--- config.mk ---
export PLATFORM = sky130hd
export DESIGN_NAME = sdr_cmd_frontend
export DESIGN_NICKNAME = d
export VERILOG_FILES = /design/src/rtl/sdr_cmd_pkg.sv /design/src/rtl/sdr_cmd_decode.sv /design/src/rtl/sdr_cke_ctrl.sv /design/src/rtl/sdr_bank_tracker.sv /design/src/rtl/sdr_burst_ctr.sv /design/src/rtl/sdr_cmd_frontend.sv
export SDC_FILE = /design/constraint.sdc
export NUM_CORES = 1
export LEC_CHECK = 0
export ABC_CLOCK_PERIOD_IN_PS = 3600
export BUFFER_PORTS_ARGS = -buffer_cell sky130_fd_sc_hd__buf_2
export CORE_UTILIZATION = 55
export CTS_CLUSTER_SIZE = 16
export DETAILED_ROUTE_END_ITERATION = 12
export GPL_ROUTABILITY_DRIVEN = 1
export PLACE_DENSITY_LB_ADDON = 0.25
export SYNTH_ARGS = -nofsm -noshare
export SYNTH_HDL_FRONTEND = slang
export SYNTH_SLANG_ARGS = --single-unit
--- constraint.sdc ---
create_clock -name clk -period 3.6 [get_ports clk]
set_input_delay 0.18 -clock clk [delete_from_list [all_inputs] [get_ports clk]]
set_output_delay 0.18 -clock clk [all_outputs]
set_load 0.01 [all_outputs]
--- src/rtl/sdr_cmd_pkg.sv ---
package sdr_cmd_pkg;

    typedef enum logic [2:0] {
        OP_NOP,
        OP_ACT,
        OP_RD,
        OP_WR,
        OP_PRE,
        OP_MRS
    } op_e;

    // address bit carrying the auto-precharge / all-bank variant
    localparam int VARIANT_BIT = 10;

    typedef struct packed {
        logic act;
        logic rd;
        logic wr;
        logic pre;
        logic mrs;
        logic bad;
        logic ap;
    } strobe_t;

    function automatic op_e decode_op(input logic cs_n, input logic ras_n,
                                      input logic cas_n, input logic we_n);
        op_e r;
        if (cs_n) begin
            r = OP_NOP;
        end else begin
            case ({ras_n, cas_n, we_n})
                3'b011:  r = OP_ACT;
                3'b101:  r = OP_RD;
                3'b100:  r = OP_WR;
                3'b010:  r = OP_PRE;
                3'b000:  r = OP_MRS;
                default: r = OP_NOP;
            endcase
        end
        return r;
    endfunction

    function automatic logic [3:0] burst_len(input logic [2:0] code);
        logic [3:0] r;
        case (code)
            3'd0:    r = 4'd1;
            3'd1:    r = 4'd2;
            3'd2:    r = 4'd4;
            default: r = 4'd8;
        endcase
        return r;
    endfunction

endpackage

--- src/rtl/sdr_cmd_decode.sv ---
module sdr_cmd_decode
    import sdr_cmd_pkg::*;
(
    input  logic cs_n,
    input  logic ras_n,
    input  logic cas_n,
    input  logic we_n,
    output op_e  op
);

    always_comb begin
        op = decode_op(cs_n, ras_n, cas_n, we_n);
    end

endmodule

--- src/rtl/sdr_cke_ctrl.sv ---
module sdr_cke_ctrl (
    input  logic clk,
    input  logic rst,
    input  logic cke,
    input  logic idle,
    output logic run,
    output logic power_down
);

    logic cke_q;
    logic pd_q;
    logic enter_pd;

    assign enter_pd   = !pd_q && cke_q && !cke && idle;
    assign run        = !pd_q && cke_q && !enter_pd;
    assign power_down = pd_q;

    always_ff @(posedge clk) begin
        if (rst) begin
            cke_q <= 1'b1;
            pd_q  <= 1'b0;
        end else if (pd_q) begin
            if (cke) begin
                pd_q  <= 1'b0;
                cke_q <= 1'b1;
            end
        end else if (enter_pd) begin
            pd_q  <= 1'b1;
            cke_q <= 1'b0;
        end else begin
            cke_q <= cke;
        end
    end

endmodule

--- src/rtl/sdr_bank_tracker.sv ---
module sdr_bank_tracker
    import sdr_cmd_pkg::*;
#(
    parameter int NUM_BANKS = 2,
    parameter int BANK_W    = 1
) (
    input  logic                 clk,
    input  logic                 rst,
    input  logic                 run,
    input  op_e                  op,
    input  logic [BANK_W-1:0]    ba,
    input  logic                 all_sel,
    input  logic                 close_req,
    input  logic [BANK_W-1:0]    close_bank,
    input  logic                 ap_busy,
    output logic [NUM_BANKS-1:0] open_q,
    output logic                 act_ok,
    output logic                 rdwr_ok,
    output logic                 mrs_ok
);

    logic [NUM_BANKS-1:0] open_d;

    assign act_ok  = !open_q[ba];
    assign rdwr_ok = open_q[ba] && !ap_busy;
    assign mrs_ok  = (open_q == '0);

    for (genvar b = 0; b < NUM_BANKS; b++) begin : g_bank
        logic hit;
        assign hit = (ba == BANK_W'(b));
        always_comb begin
            open_d[b] = open_q[b];
            if (run) begin
                if (close_req && close_bank == BANK_W'(b))
                    open_d[b] = 1'b0;
                if (op == OP_PRE && (all_sel || hit))
                    open_d[b] = 1'b0;
                else if (op == OP_ACT && act_ok && hit)
                    open_d[b] = 1'b1;
            end
        end
    end

    always_ff @(posedge clk) begin
        if (rst) open_q <= '0;
        else     open_q <= open_d;
    end

endmodule

--- src/rtl/sdr_burst_ctr.sv ---
module sdr_burst_ctr #(
    parameter int COL_W  = 6,
    parameter int BANK_W = 1
) (
    input  logic              clk,
    input  logic              rst,
    input  logic              run,
    input  logic              launch,
    input  logic [COL_W-1:0]  col_in,
    input  logic [3:0]        bl,
    input  logic              ap_in,
    input  logic [BANK_W-1:0] bank_in,
    output logic [COL_W-1:0]  col_q,
    output logic              active_q,
    output logic              ap_busy,
    output logic              close_req,
    output logic [BANK_W-1:0] close_bank
);

    logic [2:0]        rem_q;
    logic [COL_W-1:0]  mask_q;
    logic              ap_q;
    logic [BANK_W-1:0] bank_q;
    logic [COL_W-1:0]  col_step;
    logic              last;

    assign last       = (rem_q == 3'd0);
    assign col_step   = (col_q & ~mask_q) | ((col_q + 1'b1) & mask_q);
    assign ap_busy    = active_q && ap_q;
    assign close_req  = run && active_q && last && ap_q;
    assign close_bank = bank_q;

    always_ff @(posedge clk) begin
        if (rst) begin
            col_q    <= '0;
            rem_q    <= '0;
            mask_q   <= '0;
            ap_q     <= 1'b0;
            bank_q   <= '0;
            active_q <= 1'b0;
        end else if (run) begin
            if (launch) begin
                col_q    <= col_in;
                rem_q    <= 3'(bl - 4'd1);
                mask_q   <= COL_W'(bl - 4'd1);
                ap_q     <= ap_in;
                bank_q   <= bank_in;
                active_q <= 1'b1;
            end else if (active_q) begin
                if (last) begin
                    active_q <= 1'b0;
                    ap_q     <= 1'b0;
                end else begin
                    col_q <= col_step;
                    rem_q <= rem_q - 3'd1;
                end
            end
        end
    end

endmodule

--- src/rtl/sdr_cmd_frontend.sv ---
module sdr_cmd_frontend
    import sdr_cmd_pkg::*;
#(
    parameter int NUM_BANKS = 2,
    parameter int ROW_W     = 13,
    parameter int ADDR_W    = 13,
    parameter bit WIDE_X32  = 1'b0,
    localparam int BANK_W   = (NUM_BANKS > 1) ? $clog2(NUM_BANKS) : 1,
    localparam int COL_W    = WIDE_X32 ? 5 : 6
) (
    input  logic                 clk,
    input  logic                 rst,
    input  logic                 cke,
    input  logic                 cs_n,
    input  logic                 ras_n,
    input  logic                 cas_n,
    input  logic                 we_n,
    input  logic [BANK_W-1:0]    ba,
    input  logic [ADDR_W-1:0]    addr,
    output logic                 cmd_act,
    output logic                 cmd_read,
    output logic                 cmd_write,
    output logic                 cmd_pre,
    output logic                 cmd_mode,
    output logic                 cmd_illegal,
    output logic                 auto_pre,
    output logic [ROW_W-1:0]     row_addr,
    output logic [COL_W-1:0]     col_addr,
    output logic                 burst_active,
    output logic [NUM_BANKS-1:0] bank_open,
    output logic                 power_down
);

    op_e               op;
    logic              run;
    logic              idle;
    logic              act_ok, rdwr_ok, mrs_ok;
    logic              ap_busy, close_req;
    logic [BANK_W-1:0] close_bank;
    logic              launch;
    logic              variant;
    logic [2:0]        mode_q;
    logic [ROW_W-1:0]  row_q;
    strobe_t           stb_d, stb_q;

    assign variant = addr[VARIANT_BIT];
    assign idle    = (bank_open == '0) && !burst_active;

    sdr_cmd_decode u_dec (
        .cs_n (cs_n),
        .ras_n(ras_n),
        .cas_n(cas_n),
        .we_n (we_n),
        .op   (op)
    );

    sdr_cke_ctrl u_cke (
        .clk       (clk),
        .rst       (rst),
        .cke       (cke),
        .idle      (idle),
        .run       (run),
        .power_down(power_down)
    );

    sdr_bank_tracker #(.NUM_BANKS(NUM_BANKS), .BANK_W(BANK_W)) u_banks (
        .clk       (clk),
        .rst       (rst),
        .run       (run),
        .op        (op),
        .ba        (ba),
        .all_sel   (variant),
        .close_req (close_req),
        .close_bank(close_bank),
        .ap_busy   (ap_busy),
        .open_q    (bank_open),
        .act_ok    (act_ok),
        .rdwr_ok   (rdwr_ok),
        .mrs_ok    (mrs_ok)
    );

    assign launch = run && (op == OP_RD || op == OP_WR) && rdwr_ok;

    sdr_burst_ctr #(.COL_W(COL_W), .BANK_W(BANK_W)) u_burst (
        .clk       (clk),
        .rst       (rst),
        .run       (run),
        .launch    (launch),
        .col_in    (addr[COL_W-1:0]),
        .bl        (burst_len(mode_q)),
        .ap_in     (variant),
        .bank_in   (ba),
        .col_q     (col_addr),
        .active_q  (burst_active),
        .ap_busy   (ap_busy),
        .close_req (close_req),
        .close_bank(close_bank)
    );

    always_comb begin
        stb_d     = '0;
        stb_d.act = run && op == OP_ACT && act_ok;
        stb_d.rd  = launch && op == OP_RD;
        stb_d.wr  = launch && op == OP_WR;
        stb_d.pre = run && op == OP_PRE;
        stb_d.mrs = run && op == OP_MRS && mrs_ok;
        stb_d.bad = run && ((op == OP_ACT && !act_ok) ||
                            ((op == OP_RD || op == OP_WR) && !rdwr_ok) ||
                            (op == OP_MRS && !mrs_ok));
        stb_d.ap  = (stb_d.rd || stb_d.wr || stb_d.pre) && variant;
    end

    always_ff @(posedge clk) begin
        if (rst) begin
            stb_q  <= '0;
            row_q  <= '0;
            mode_q <= '0;
        end else begin
            stb_q <= stb_d;
            if (stb_d.act) row_q  <= addr[ROW_W-1:0];
            if (stb_d.mrs) mode_q <= addr[2:0];
        end
    end

    assign cmd_act     = stb_q.act;
    assign cmd_read    = stb_q.rd;
    assign cmd_write   = stb_q.wr;
    assign cmd_pre     = stb_q.pre;
    assign cmd_mode    = stb_q.mrs;
    assign cmd_illegal = stb_q.bad;
    assign auto_pre    = stb_q.ap;
    assign row_addr    = row_q;

endmodule

==> flow_summary.yaml <==
floorplan:
  io-pin-count: 51
  die_w_um: 62.2
  die_h_um: 62.2
  core_area_um2: 3390
  initial_core_util_pct: 58.7
  die_area_um2: 3860
  num_rows: 21
yosys:
  synth.area.mux_share_pct: 3.33
  synth_edf_count: 0
  synth-async-reset-ratio_pct: 0
  synth_xor_xnor_area_share_pct: 2.20
  postSynthCellCount: 242
  synth_seq_area_share_pct: 44.2
  synth_area_per_cell_um2: 8.23
  ys.flop_type: "dfxtp_1"
  synth_area_leaders: "dfxtp_1, nand2_1, a21oi_1"
  synth_top_family_by_area: "simple AND/OR/NAND/NOR gates"
  synth_warnings: 0
  yosys.cell_types.count: 44
  yosysTopAreaCell: "dfxtp_1"
  yosys.area_share.simple_pct: 27.2
  synth-compound-area-share_pct: 18.2
  syn_nets: 266
  synth_top_area_share_pct: 44.2
  ys_ff_latch: 44
  synth_fa_ha_area_share_pct: 1.89
  synth.cell_area_um2: 1990
status:
  outcome: "finished, final reports clean"
timing:
  max_freq_ghz: 0.535
  finalHoldViolCount: 0
  setup_violations: 0
  max_slew_margin_pct: 48.8
  finalCriticalPeriod_ns: 1.87
  rsz0062_at_grt: "no"
  worst_slew_pin_slew_ns: 0.767
  setup_tns_ns: 0
  timing.final.max_slew_violations: 0
  skew_ns: 0.00982
  period_share_pct: 52.0
setup_path:
  timing.rr.start: "u_cke.cke_q"
  crit_slowest_cell: "and4_1"
  start_kind: "flop"
  cp.arrival_ns: 2.15
  crit_type: "flop to flop"
  reg2reg_slack_ns: 1.73
  path_cells: "nor2b_1 > and4_1 > a21o_1 > a21oi_1 > a311oi_1"
  crit_start: "u_cke.cke_q"
  crit_fanout: 18
  worst_r2r_path_depth: 5
  crit_path_end_kind: "flop"
  worstPathRequired_ns: 3.88
  slowest_delay_ns: 0.62
routing:
  highest_layer: "met4"
  met2_length_um: 1990
  vias: 1871
  vias_per_cell: 5.54
  drt_iter0_drc: 130
  m1WireLength_um: 2030
  drc: 0
  routed_wl_um: 4330
  ant_nets: 0
  drt_first_pass_iters: 4
  met3_length_um: 234
  routedWlPerCell_um: 12.8
min_path:
  hold_end: "row_addr[9]"
  hold_start: "addr[9]"
  whs_path_depth: 3
  min-delay-path-class: "input pin to flop"
pwr:
  p_leak_nw: 0.956
  powerDensity_nw_per_um2: 365
  vdd_drop_max_uv: 350
global_routing:
  grt_pass1_vias: 1676
  grt_max_degree: 44
  antenna_found_initial: 0
  grt_use_total_pct: 24.3
  grt_pass1_wl_um: 7510
  grt_overflow_total: 0
cells_and_area:
  area_growth_pct: 17.8
  final_common_cell: "buf_2"
  fillers: 272
  fin_nets: 315
  antenna_cells: 0
  layout_common_cells: "buf_2, nand2_1, dfxtp_1"
  final_area_um2: 2340
  layout-drive-gt1-share_pct: 21.9
clock_network:
  root_buffer: "clkbuf_4"
  clockBufferDepth: 2
  clk_latency_ns: 0.36
  cts_tree: "done"
  postCtsSetupBuffers: 0
  path_clk_slew_ns: 0.13
  clock_sinks: 44
  htreeDepth: 2
  cts_made_buffers: 5
run:
  drv_cap: 0
place:
  hpwl_um: 2970
  portBuffers: 50
  dpl-instance-area_um2: 2250
  gp_congestion: 0.867
[power breakdown]
part           switching (mW)  internal [mW]  total [mW]
registers             0.00297          0.491       0.494
clock network           0.160          0.145       0.304
logic                  0.0361         0.0212      0.0573
total                   0.199          0.657       0.855
[through the flow]
| stage | hold WS [ns] | power (mW) | util, % | worst slack (ns) | std cells |
|---|---|---|---|---|---|
| final | 0.0350 | 0.855 | 69.2 | 1.73 | 338 |
| after CTS | 0.0226 | 0.863 | 69.2 | 1.71 | 338 |
| after detailed placement | 0.390 | 0.561 | 66.5 | 1.55 | 329 |
| after global placement | 0.384 | 0.560 | 66.5 | 1.65 | 329 |
| after floorplan | 0.259 | 0.535 | - | 1.81 | 242 |
| after global routing | 0.0159 | 0.898 | 69.2 | 1.54 | 338 |
[cells in the mapped netlist (2+ instances only)]
master	n
clkbuf_1	6
and3_1	3
ha_1	3
nor2_1	21
inv_1	2
nand2_1	49
nor2b_1	2
xnor2_1	4
mux2i_1	4
nand3_1	9
dfxtp_1	44
nor3b_1	4
a311oi_1	4
a32oi_1	2
a31oi_1	3
o21ai_0	5
a21o_1	3
buf_2	2
a21oi_1	31
nand2b_1	3
nand4_1	2
a211oi_1	5
nor3_1	7
nand3b_1	2
or3_1	3
[cell families (layout without fill, tap and decap cells)]
group / count (synthesis) / count (layout)
buffers and inverters: 12 / 62
flip-flops: 44 / 44
adder cells (fa/ha/maj): 3 / 3
AND/OR/NAND/NOR: 113 / 113
AO/OA/AOI/OAI: 59 / 59
multiplexers: 6 / 6
XOR/XNOR: 5 / 5
[area by class of cell]
type,instances,area (um2),share of cell area (%)
well taps,46,57.6,2.45
clock buffers,5,37.5,1.60
flip-flops and latches,44,881,37.6
repair buffers,52,268,11.4
multi-input cells,186,1050,44.8
inverters,2,7.51,0.320
clock inverters,3,42.5,1.81
[worst max path at each step]
| stage | endpoint | slack [ns] | cells past startpoint |
|---|---|---|---|
| after global placement | u_burst.rem_q[0] | 1.65 | 6 |
| after global routing | u_burst.rem_q[0] | 1.54 | 5 |
| final | flop | 1.73 | 5 |
| after floorplan | u_burst.rem_q[1] | 1.81 | 7 |
| after CTS | flop | 1.71 | 5 |
| after detailed placement | flop | 1.55 | 6 |
[critical path, delay by kind of cell, from the launching register on]
| kind | cells | cell delay (ns) |
|---|---|---|
| DFF | 1 | 0.38 |
| and+or+nand+nor | 2 | 0.83 |
| AOI/OAI and AO/OA | 3 | 0.57 |
[what timing repair did]
| action | 4_1_cts | 5_1_grt |
|---|---|---|
| resized for setup | 0 | 0 |
| endpoints found under the hold margin | 1 | 0 |
| hold buffers | 1 | 0 |
[per-layer routing]
layer / up-vias / global-route usage [%]
li1: 954 / -
met4: 0 / 12.8
met2: 56 / 38.9
met5: - / 0
met1: 852 / 31.4
met3: 9 / 3.86
Power figures use the tool's default switching activity.
